$ cat src/rtl/paged_mapper_pkg.sv
package paged_mapper_pkg;
  localparam int CTL_N      = 2;
  localparam int CTL_REG_EN = 0;
  localparam int CTL_MAP    = 1;
endpackage

$ cat src/rtl/pm_ctl_bits.sv
module pm_ctl_bits #(
  parameter int          ADDR_W   = 16,
  parameter int          CTL_N    = 2,
  parameter logic [15:0] CTL_BASE = 16'h1E00
) (
  input  logic              clk_i,
  input  logic              rst_ni,
  input  logic              wr_i,
  input  logic [ADDR_W-1:0] addr_i,
  input  logic              bit_i,
  output logic [CTL_N-1:0]  ctl_o
);
  for (genvar k = 0; k < CTL_N; k++) begin : g_bit
    localparam logic [ADDR_W-1:0] BIT_ADDR = ADDR_W'(CTL_BASE) + ADDR_W'(2 * k);
    logic hit;
    assign hit = wr_i && (addr_i == BIT_ADDR);
    always_ff @(posedge clk_i or negedge rst_ni) begin
      if (!rst_ni)  ctl_o[k] <= 1'b0;
      else if (hit) ctl_o[k] <= bit_i;
    end
  end
endmodule

$ cat src/rtl/pm_decode.sv
module pm_decode #(
  parameter int          ADDR_W   = 16,
  parameter int          WIN_W    = 12,
  parameter int          NWIN     = 16,
  parameter logic [15:0] MAP_MASK = 16'hFC0C,
  parameter logic [15:0] REG_BASE = 16'h4000,
  parameter int          REG_AW   = 13,
  localparam int         SEL_W    = $clog2(NWIN)
) (
  input  logic [ADDR_W-1:0] addr_i,
  input  logic              mem_en_ni,
  output logic [SEL_W-1:0]  win_o,
  output logic              win_hit_o,
  output logic              reg_hit_o,
  output logic [SEL_W-1:0]  reg_sel_o
);
  localparam logic [ADDR_W-REG_AW-1:0] REG_TAG = REG_BASE[ADDR_W-1:REG_AW];

  assign win_o     = addr_i[ADDR_W-1:WIN_W];
  assign win_hit_o = !mem_en_ni && MAP_MASK[win_o];
  assign reg_hit_o = !mem_en_ni && (addr_i[ADDR_W-1:REG_AW] == REG_TAG);
  // two byte offsets per register
  assign reg_sel_o = addr_i[SEL_W:1];
endmodule

$ cat src/rtl/pm_page_file.sv
module pm_page_file #(
  parameter int          NWIN     = 16,
  parameter int          PAGE_W   = 8,
  parameter logic [15:0] MAP_MASK = 16'hFC0C,
  localparam int         SEL_W    = $clog2(NWIN)
) (
  input  logic                   clk_i,
  input  logic                   rst_ni,
  input  logic                   wr_i,
  input  logic [SEL_W-1:0]       wr_sel_i,
  input  logic [PAGE_W-1:0]      wr_data_i,
  input  logic [SEL_W-1:0]       rd_sel_i,
  output logic [PAGE_W-1:0]      rd_data_o,
  output logic [NWIN*PAGE_W-1:0] pages_o
);
  for (genvar i = 0; i < NWIN; i++) begin : g_win
    if (MAP_MASK[i]) begin : g_reg
      logic [PAGE_W-1:0] page_q;
      always_ff @(posedge clk_i or negedge rst_ni) begin
        if (!rst_ni)                             page_q <= PAGE_W'(i);
        else if (wr_i && wr_sel_i == SEL_W'(i))  page_q <= wr_data_i;
      end
      assign pages_o[i*PAGE_W +: PAGE_W] = page_q;
    end else begin : g_none
      assign pages_o[i*PAGE_W +: PAGE_W] = '0;
    end
  end

  assign rd_data_o = pages_o[rd_sel_i*PAGE_W +: PAGE_W];
endmodule

$ cat src/rtl/paged_mapper.sv
module paged_mapper
  import paged_mapper_pkg::*;
#(
  parameter int          ADDR_W   = 16,
  parameter int          PAGE_W   = 8,
  parameter int          WIN_W    = 12,
  parameter logic [15:0] MAP_MASK = 16'hFC0C,
  parameter logic [15:0] CTL_BASE = 16'h1E00,
  parameter logic [15:0] REG_BASE = 16'h4000,
  parameter int          REG_AW   = 13,
  localparam int         NWIN     = 2 ** (ADDR_W - WIN_W),
  localparam int         SEL_W    = $clog2(NWIN),
  localparam int         RAM_AW   = PAGE_W + WIN_W
) (
  input  logic              clk_i,
  input  logic              rst_ni,
  input  logic [ADDR_W-1:0] addr_i,
  input  logic [PAGE_W-1:0] data_i,
  output logic [PAGE_W-1:0] data_o,
  output logic              data_oe_o,
  input  logic              mem_en_ni,
  input  logic              we_ni,
  input  logic              ctl_wr_i,
  input  logic [ADDR_W-1:0] ctl_addr_i,
  input  logic              ctl_bit_i,
  output logic              ram_cs_no,
  output logic [RAM_AW-1:0] ram_addr_o,
  output logic              pass_mem_en_no
);
  logic [CTL_N-1:0]       ctl_q;
  logic [SEL_W-1:0]       win, reg_sel;
  logic                   win_hit, reg_hit, reg_en, map_en, page_wr;
  logic [PAGE_W-1:0]      rd_page;
  logic [NWIN*PAGE_W-1:0] page_flat;
  logic [PAGE_W-1:0]      cur_page;

  pm_ctl_bits #(.ADDR_W(ADDR_W), .CTL_N(CTL_N), .CTL_BASE(CTL_BASE)) u_ctl (
    .clk_i(clk_i), .rst_ni(rst_ni), .wr_i(ctl_wr_i), .addr_i(ctl_addr_i),
    .bit_i(ctl_bit_i), .ctl_o(ctl_q));

  pm_decode #(.ADDR_W(ADDR_W), .WIN_W(WIN_W), .NWIN(NWIN), .MAP_MASK(MAP_MASK),
              .REG_BASE(REG_BASE), .REG_AW(REG_AW)) u_dec (
    .addr_i(addr_i), .mem_en_ni(mem_en_ni), .win_o(win), .win_hit_o(win_hit),
    .reg_hit_o(reg_hit), .reg_sel_o(reg_sel));

  assign reg_en  = ctl_q[CTL_REG_EN];
  assign map_en  = ctl_q[CTL_MAP];
  assign page_wr = reg_hit && reg_en && !we_ni;

  pm_page_file #(.NWIN(NWIN), .PAGE_W(PAGE_W), .MAP_MASK(MAP_MASK)) u_pages (
    .clk_i(clk_i), .rst_ni(rst_ni), .wr_i(page_wr), .wr_sel_i(reg_sel),
    .wr_data_i(data_i), .rd_sel_i(reg_sel), .rd_data_o(rd_page),
    .pages_o(page_flat));

  assign data_oe_o = reg_hit && reg_en && we_ni;
  assign data_o    = data_oe_o ? rd_page : '0;

  assign cur_page       = map_en ? page_flat[win*PAGE_W +: PAGE_W] : PAGE_W'(win);
  assign ram_cs_no      = !win_hit;
  assign ram_addr_o     = {cur_page, addr_i[WIN_W-1:0]};
  assign pass_mem_en_no = mem_en_ni || win_hit;
endmodule

$ cat config.mk
export PLATFORM = sky130hd
export DESIGN_NAME = paged_mapper
export DESIGN_NICKNAME = d
export VERILOG_FILES = /design/src/rtl/paged_mapper_pkg.sv /design/src/rtl/pm_ctl_bits.sv /design/src/rtl/pm_decode.sv /design/src/rtl/pm_page_file.sv /design/src/rtl/paged_mapper.sv
export SDC_FILE = /design/constraint.sdc
export NUM_CORES = 1
export LEC_CHECK = 0
export BUFFER_PORTS_ARGS = -buffer_cell sky130_fd_sc_hd__buf_2
export CAP_MARGIN = 20
export CORE_ASPECT_RATIO = 0.75
export CORE_UTILIZATION = 55
export DETAILED_ROUTE_END_ITERATION = 8
export HOLD_SLACK_MARGIN = 0.05
export PLACE_DENSITY = 0.77
export REMOVE_ABC_BUFFERS = 1
export SLEW_MARGIN = 40
export SYNTH_ARGS = -nofsm -noshare
export SYNTH_HDL_FRONTEND = slang
export SYNTH_HIERARCHICAL = 1
export SYNTH_SLANG_ARGS = --single-unit
$ cat constraint.sdc
create_clock -name clk_i -period 5.16 [get_ports clk_i]
set_input_delay 0.258 -clock clk_i [delete_from_list [all_inputs] [get_ports clk_i]]
set_output_delay 0.258 -clock clk_i [all_outputs]
set_load 0.005 [all_outputs]
== After elaboration in Yosys (flattened, before gate mapping) ==
Memories as Yosys holds them, arrays and structs flattened.
Index checks and enable logic that the tools add are counted.

* Bitwise gates (word level): 0
* Add/subtract/negate cells: 0
* Eq/ne operators: 11
* Multiply operators: 0
* Shifts and indexed selects: 2
* Multiplexer cells: 3
* Magnitude comparators: 1
* Reduce and logical (&&, ||, !) cells: 19
* Div/mod/pow operators: 0

{| class="wikitable"
|+ Operators with widths
! cell !! number
|-
| $shiftx 128x8->8 || 2
|-
| $eq 16x13->1 const B || 2
|-
| $eq 4x4->1 const B || 6
|-
| $mux 8 || 2
|-
| $logic_and 1x1->1 || 15
|-
| $eq 4x2->1 const B || 2
|-
| $lt 4x5->1 const B || 1
|-
| $eq 3x2->1 const B || 1
|-
| $logic_not 1->1 || 3
|-
| $logic_or 1x1->1 || 1
|-
| $mux 1 || 1
|}

* Logic and storage cells: 47
* Memory bits (read-only): 16
* Register bits: 66
* Output and inout port bits: 31
* Input bits: 46
* Bits in latches: 0
* Bits in writable memories: 0
* Memories kept: 1

{| class="wikitable"
|+ Memory list
! memory !! words !! bits a word !! read ports !! clocked after memory_dff !! write ports !! RTL line !! text
|-
| (name not given) || 16 || 1 || 1 || 0 || 0 || pm_decode.sv:20 || <nowiki>assign win_hit_o = !mem_en_ni && MAP_MASK[win_o];</nowiki>
|}

== Logic depth before layout (Yosys ltp) ==
Gate-level depths: netlist (run 1).

* Word-level depth: 5
* Mapped depth: 8
* Mapped depth without buffers: 6

== Modules after synthesis ==
The synthesis (run 1) kept the hierarchy.

{| class="wikitable"
|+ Modules (own cells, without submodules)
! module !! instances !! cells each !! area an instance (sq um) !! seq. area each (sq um)
|-
| pm_page_file || 1 || 283 || 3594.7 || 1626.6
|-
| paged_mapper || 1 || 117 || 1277.5 || 0.0
|-
| pm_ctl_bits || 1 || 11 || 153.9 || 50.0
|-
| pm_decode || 1 || 11 || 88.8 || 0.0
|}

== Least setup slack after synthesis (run 1) ==
Ideal clock, no wire load.

* Path type: input -> register
* Start point: in addr_i[13]
* End point: reg u_pages.g_win[13].g_reg.page_q[1]
* Data required time: 5.035 ns
* Buffers on the path: 1
* Arrival: 1.790 ns
* Path slack: 3.245 ns
* Setup time: 0.125 ns
* Cell stages on the path: 7
* Path through: nor4b_2 -> nand2_1 -> nor2_1 -> nand3_4 -> or3b_1 -> buf_6 -> mux2_4

* Word-level cells in the longest chain between the ends: 5

{| class="wikitable"
|+ Ends and longest elaborated chain
! item !! RTL line !! text
|-
| start: declaration || paged_mapper.sv:17 || <nowiki>input logic [ADDR_W-1:0] addr_i,</nowiki>
|-
| $eq 3x2->1 || pm_decode.sv:21 || <nowiki>assign reg_hit_o = !mem_en_ni && (addr_i[ADDR_W-1:REG_AW] == REG_TAG);</nowiki>
|-
| $logic_and 1x1->1 || pm_decode.sv:21 ||
|-
| $logic_and 1x1->1 (2 in a row) || paged_mapper.sv:48 || <nowiki>assign page_wr = reg_hit && reg_en && !we_ni;</nowiki>
|-
| net page_wr || paged_mapper.sv:32 || <nowiki>logic win_hit, reg_hit, reg_en, map_en, page_wr;</nowiki>
|-
| $logic_and 1x1->1 || pm_page_file.sv:21 || <nowiki>else if (wr_i && wr_sel_i == SEL_W'(i)) page_q <= wr_data_i;</nowiki>
|-
| end signal: assignment || pm_page_file.sv:20 || <nowiki>if (!rst_ni) page_q <= PAGE_W'(i);</nowiki>
|-
| end signal: assignment || pm_page_file.sv:21 ||
|-
| end: declaration || pm_page_file.sv:18 || <nowiki>logic [PAGE_W-1:0] page_q;</nowiki>
|}

The timed path passes the listed nets, and every way through them passes these cells.
A chain may end at the register's enable or synchronous reset.

== Final worst setup path (run 1) ==
* Start point: in addr_i[14]
* End point: reg u_pages.g_win[2].g_reg.page_q[2]

* Word-level cells in the longest chain between the ends: 5

{| class="wikitable"
|+ Ends and longest elaborated chain
! item !! RTL line
|-
| $eq 3x2->1 || pm_decode.sv:21
|-
| $logic_and 1x1->1 || pm_decode.sv:21
|-
| net reg_hit || paged_mapper.sv:32
|-
| $logic_and 1x1->1 (2 in a row) || paged_mapper.sv:48
|-
| net page_wr || paged_mapper.sv:32
|-
| $logic_and 1x1->1 || pm_page_file.sv:21
|-
| end signal: assignment || pm_page_file.sv:20
|-
| end signal: assignment || pm_page_file.sv:21
|-
| end: declaration || pm_page_file.sv:18
|}

The timed path passes the listed nets, and every way through them passes these cells.

==> impl_metrics.env, run 1 <==
export IMPL_status="complete, no violations"
export IMPL_start_util_pct=56.5
export IMPL_fp_row_count=30
export IMPL_core_area_sq_mm=0.00905
export IMPL_wire_per_inst_um=19.6
export IMPL_cts_clk_slew_worst_paths_ns=0.06
export IMPL_power_density_mw_per_mm2=225
export IMPL_crit_fanout=21
export IMPL_fin_skew_ns=0.00614
export IMPL_layout_nets=499
export IMPL_ys_ff_latch=66
export IMPL_hold_start="ctl_bit_i"
export IMPL_synth_cells=422
export IMPL_synth_flop_cell="dfrtp_1"
export IMPL_period_share_pct=46.7
export IMPL_rrSetupSlack_ns=3.02
export IMPL_finalSetupViolations=0
export IMPL_cts_buffers=9
export IMPL_switchingPower_mw=0.310
export IMPL_ant_nets=0
export IMPL_synth_avg_cell_area_sq_um=12.1
export IMPL_seq_area_frac_synth_pct=32.8
export IMPL_place_gp_congestion=0.753
export IMPL_worstReg2RegStart="u_ctl/ctl_o[0]"
export IMPL_layout_drive_gt1_share_pct=44.5
export IMPL_cp_end_kind="flop"
export IMPL_area_delta_synth_final_pct=5.28
export IMPL_diodes=0
export IMPL_root_buffer="clkbuf_16"
export IMPL_nFillCells=725
export IMPL_p_int_mw=0.902
export IMPL_r2r_end="u_pages/g_win[2].g_reg.page_q[2]"
export IMPL_p_comb_share_pct=11.6
export IMPL_power_frac_clock_pct=45.6
export IMPL_ctsHtreeMaxLevel=3
export IMPL_cts_max_path_buffers=2
export IMPL_tritoncts="built"
export IMPL_dp_hpwl_mm=7.56
export IMPL_finalCriticalPeriod_ns=2.41
export IMPL_route_vias_total=3261
export IMPL_finalHoldViolCount=0
export IMPL_cp_arrival_ns=2.62
export IMPL_fin_cells=586
export IMPL_die_h_um=85.5
export IMPL_maxCapViolations=0
export IMPL_portBuffers=60
export IMPL_grt_max_degree=67
export IMPL_worstSetupPathType="input pin to flop"
export IMPL_synthDistinctLibCells=42
export IMPL_rsz0062_at_grt="no"
export IMPL_grt_usage_pct=25.6
export IMPL_reg2reg_depth=4
export IMPL_vias_per_cell=5.56
export IMPL_clock_latency_ns=0.33
export IMPL_ys_warn_count=6
export IMPL_pwr_share_seq_pct=42.8
export IMPL_die_area_sq_mm=0.00969
export IMPL_drtIter0Drc=197
export IMPL_placed_cells_incl_taps=568
export IMPL_synthesis_area_sq_mm=0.00511
export IMPL_fin_tns_setup_ns=0
export IMPL_cp_required_ns=5.37
export IMPL_tightest_slew_ns=0.788
export IMPL_slew_headroom_pct=47.5
export IMPL_dieWidth_um=113
export IMPL_peakVddDrop_uv=232
export IMPL_gr_total_overflow=0
export IMPL_min_delay_path_class="input pin to flop"
export IMPL_drv_slew=0
export IMPL_startpoint_type="input pin"
export IMPL_total_leakage_power_nw=2.63
export IMPL_fmax_mhz=415
export IMPL_min_path_cells=2
export IMPL_grt_pass1_wl_mm=18.3
export IMPL_cts_setup_buffers=0
export IMPL_grt_pass1_vias=3449
export IMPL_io_pins=77
export IMPL_synth_edf_count=0
export IMPL_worstHoldEndpoint="u_ctl/ctl_o[1]"
export IMPL_cts_sinks=66
export IMPL_swShare_pct=25.6
export IMPL_drc=0
export IMPL_first_pass_iters=4
export IMPL_antenna_found_initial=0
export IMPL_synth_async_reset_ratio_pct=100
export IMPL_wirelength_mm=11.5
-- critical path, cell delays in order --
cell,delay [ns]
buf_2,0.38
nor4b_2,0.31
nand2_1,0.08
nor2_1,0.27
or4b_1,0.86
mux2_4,0.44
-- cell type report --
| type | count | area, sq um | share of cell area [%] |
|---|---|---|---|
| timing repair buffer | 65 | 367 | 6.81 |
| multi-input combinational | 309 | 2900 | 53.9 |
| clock inverter | 7 | 46.3 | 0.860 |
| clock buffer | 9 | 225 | 4.18 |
| inverter | 2 | 7.51 | 0.139 |
| sequential | 66 | 1680 | 31.1 |
| tap | 128 | 160 | 2.97 |
-- state kept, by name (all words and copies together) (netlist names) --
signal                      count
u_ctl/ctl_o                     2
u_pages/g_win.g_reg.page_q     64
-- synth_stat cells (9+ instances only) --
master    number  area share, %
buf_4         84             12
mux2i_1       50            9.8
mux2_2        49             11
dfrtp_1       46             23
mux4_2        24             11
dfstp_2       20             10
mux2_4        18            5.3
o22ai_1       12            1.5
nor2_1        11           0.81
buf_2          9           0.88
clkbuf_1       9           0.66
nand2_1        9           0.66
-- cell families after synthesis --
group	Yosys count	synth area share, %
DFF	66	32.8
other	1	0.0733
buffers and inverters	110	15.3
muxes	145	38.5
AOI/OAI and AO/OA	41	5.41
and+or+nand+nor	59	7.93
-- layout by cell type, fill, tap and decap left out, types with 4 or more instances in the layout --
cell type  netlist  routed
conb_1           1      64
buf_2            9      59
mux2i_1         50      50
mux2_2          49      49
dfrtp_1         46      46
mux4_2          24      24
dfstp_2         20      20
mux2_4          18      18
o22ai_1         12      12
nor2_1          11      11
nand2_1          9       9
clkbuf_16        0       9
nand2b_1         8       8
and2_1           8       8
a21oi_1          8       8
o22a_1           8       8
mux4_1           4       4
a31oi_1          4       4
nor4b_2          4       4
-- how the worst max path moves through the flow --
| stage | from | to | slack (ns) | depth (start not counted) |
|---|---|---|---|---|
| after CTS | addr_i[14] | u_pages/g_win[10].g_reg.page_q[7] | 2.76 | 7 |
| after floorplan | addr_i[13] | u_pages/g_win[2].g_reg.page_q[0] | 3.16 | 5 |
| final | addr_i[14] | u_pages/g_win[2].g_reg.page_q[2] | 2.75 | 6 |
| after detailed placement | addr_i[14] | u_pages/g_win[10].g_reg.page_q[7] | 2.43 | 7 |
| after global routing | addr_i[14] | u_pages/g_win[2].g_reg.page_q[2] | 2.64 | 6 |
| after global placement | addr_i[13] | u_pages/g_win[13].g_reg.page_q[6] | 2.33 | 7 |
-- routing by layer --
layer  vias up  routed length (um)  track usage [%]
met5         -                   0                0
met2       112                5520             41.8
met3        14                 787             6.71
li1       1485                   -                -
met4         0                 153             7.66
met1      1650                5010             33.8
-- power by group through the flow --
stage	logic, mW	registers (mW)	clock network, mW
floorplan	0.0604	0.527	0
global placement	0.132	0.527	0
detailed placement	0.137	0.527	0
CTS	0.138	0.519	0.564
global route	0.153	0.518	0.588
finish	0.141	0.519	0.553
-- per-stage QoR --
step           setup WS (ns)  cell area (sq um)  total power [mW]  hold WS [ns]  utilization, %
2_1_floorplan           3.16               4570             0.588       -0.0376               -
3_3_place_gp            2.33               5050             0.660         0.477            55.8
3_5_place_dp            2.43               5080             0.664         0.494            56.1
4_1_cts                 2.76               5350              1.22         0.143            59.1
5_1_grt                 2.64               5390              1.26         0.166            59.5
6_report                2.75               5390              1.21         0.171            59.5
-- what timing repair did --
| action | CTS | global route |
|---|---|---|
| hold buffers | 0 | 1 |
| gates resized for setup | 0 | 0 |
| endpoints found under the hold margin | 0 | 1 |
(Power assumes the default switching activity.)
==> run 2: changes to the inputs <==
- CORE_UTILIZATION: 55 -> 53
- PLACE_DENSITY: 0.77 -> 0.78
- clock period: 5.16 -> 2.2 ns (I/O delays scaled with it)
==> run 2 against run 1 <==
Against the previous run:
- combinational power increased by 140%
- hold slack got worse by 0.058 ns
- utilization increased by 0.39 points
- clock skew decreased by 0.0029 ns
- count of clock-buffer cells in the layout increased by 4
- total power increased by 130%
- cell count increased by 3.4%
- register-to-register slack got worse by 2.7 ns
- via count increased by 3.2%
- setup slack got worse by 2.5 ns
- final area increased by 2.3%
- largest power group unchanged
- highest routed layer unchanged
==> impl_metrics.env, run 2 (synthesis results as in run 1) <==
export IMPL_antenna_found_initial=0
export IMPL_drtIter0Drc=206
export IMPL_slew_headroom_pct=52.5
export IMPL_startpoint_type="flop"
export IMPL_ctsHoldBuffers=2
export IMPL_place_gp_congestion=0.843
export IMPL_finalHoldViolCount=0
export IMPL_post_dp_cell_area_sq_mm=0.00523
export IMPL_largest_reg_flops=64
export IMPL_hold_start="data_i[6]"
export IMPL_finalSetupViolations=0
export IMPL_fin_skew_ns=0.00323
export IMPL_fin_cells=606
export IMPL_cts_setup_buffers=0
export IMPL_gr_total_overflow=0
export IMPL_peakVddDrop_uv=417
export IMPL_tritoncts="built"
export IMPL_seqCellArea_sq_mm=0.00168
export IMPL_ant_nets=0
export IMPL_hold_slack_ns=0.113
export IMPL_period_share_pct=89.9
export IMPL_status="complete, no violations"
export IMPL_crit_fanout=3
export IMPL_vias_per_cell=5.55
export IMPL_cp_end_kind="output port"
export IMPL_root_buffer="clkbuf_16"
export IMPL_area_delta_synth_final_pct=7.73
export IMPL_io_pins=77
export IMPL_fmax_mhz=505
export IMPL_dieWidth_um=115
export IMPL_cts_resized=0
export IMPL_power_mw=2.83
export IMPL_cts_clk_slew_worst_paths_ns=0.05
export IMPL_rrSetupSlack_ns=0.31
export IMPL_layout_nets=519
export IMPL_die_h_um=87.1
export IMPL_route_vias_total=3364
export IMPL_grt_pass1_wl_mm=19.2
export IMPL_fin_area_sq_mm=0.00551
export IMPL_endpoint="ram_addr_o[15]"
export IMPL_top_register="u_pages/g_win.g_reg.page_q"
export IMPL_drc=0
export IMPL_die_area_sq_mm=0.0101
export IMPL_first_pass_iters=4
export IMPL_start_util_pct=55.6
export IMPL_fin_tns_setup_ns=0
export IMPL_dp_hpwl_mm=8.23
export IMPL_rsz0062_at_grt="no"
export IMPL_multi_input_area_sq_mm=0.00289
export IMPL_min_delay_path_class="input pin to flop"
export IMPL_maxCapViolations=0
export IMPL_cp_required_ns=2.09
export IMPL_wirelength_mm=11.8
export IMPL_final_common_cell="conb_1"
export IMPL_tightest_slew_ns=0.713
export IMPL_diodes=0
export IMPL_layout_drive_gt1_share_pct=45.8
export IMPL_min_path_cells=2
export IMPL_fin_util_pct=59.9
export IMPL_worst_slack_ns=0.222
export IMPL_portBuffers=60
export IMPL_cts_sinks=66
export IMPL_cts_buffers=9
export IMPL_grt_max_degree=40
export IMPL_finalCriticalPeriod_ns=1.98
export IMPL_core_area_sq_mm=0.00920
export IMPL_reg_largest_list="u_pages/g_win.g_reg.page_q x64, u_ctl/ctl_o x2"
export IMPL_mostFrequentLayoutCells="64 x conb_1, 60 x buf_2, 50 x mux2i_1"
export IMPL_r2r_end="u_pages/g_win[13].g_reg.page_q[4]"
export IMPL_total_leakage_power_nw=2.71
export IMPL_cp_arrival_ns=1.87
export IMPL_reg2reg_depth=6
export IMPL_worstReg2RegStart="u_ctl/ctl_o[0]"
export IMPL_ctsHtreeMaxLevel=3
export IMPL_clock_latency_ns=0.33
export IMPL_worstSetupPathType="flop to output port"
export IMPL_drv_slew=0
export IMPL_grt_pass1_vias=3560
export IMPL_fp_row_count=30
export IMPL_cts_max_path_buffers=2
export IMPL_wire_per_inst_um=19.5
export IMPL_post_place_ws_ns=0.100
export IMPL_startpoint="u_pages/g_win[3].g_reg.page_q[3]"
export IMPL_grt_usage_pct=26.2
export IMPL_power_density_mw_per_mm2=513
export IMPL_placed_cells_incl_taps=588
export IMPL_nFillCells=750
[run 2: cell types whose count changed in the layout (fill, tap and decap cells not counted), moves of 2 or more]
cell	delta
buf_4	+18
buf_12	+2
nor3_4	-2
clkbuf_1	+4
clkinvlp_4	-2
nor3_2	+2
[run 2: how the worst min path moves through the flow]
stage | endpoint | slack (ns)
detailed placement | u_pages/g_win[3].g_reg.page_q[5] | 0.19
floorplan | u_ctl/ctl_o[0] | -0.19
global route | u_pages/g_win[13].g_reg.page_q[6] | 0.12
CTS | u_pages/g_win[13].g_reg.page_q[6] | 0.11
global placement | u_ctl/ctl_o[1] | 0.19
finish | u_pages/g_win[13].g_reg.page_q[6] | 0.11
[run 2: critical path, cell delays in order, from the launching register on]
cell and delay [ns]:
dfrtp_1 0.39, mux4_2 0.45, and3_1 0.19, a311oi_1 0.25
a41oi_1 0.08, buf_2 0.17
[run 2: area by class of cell]
type / count / area share, %
flip-flops and latches: 66 / 30.4
multi-input cells: 309 / 52.5
well taps: 128 / 2.91
repair buffers: 85 / 9.40
clock inverters: 3 / 0.318
inverters: 2 / 0.136
clock buffers: 13 / 4.36
[run 2: where the power goes]
group          internal, mW  total, mW  leakage (nW)  switching [mW]
sequential             1.22       1.22         0.849       0.0000442
clock                 0.759       1.27         0.124           0.509
combinational         0.151      0.343          1.74           0.192
total                  2.13       2.83          2.71           0.701
[run 2: per-layer routing]
metal  global-route usage, %  vias to the layer above  part of all wire (%)
li1                        -                     1519                     -
met1                    35.0                     1742                    45
met2                    42.4                       89                    48
met3                    6.12                       14                   5.1
met4                    8.15                        0                   1.4
met5                       0                        -                     0
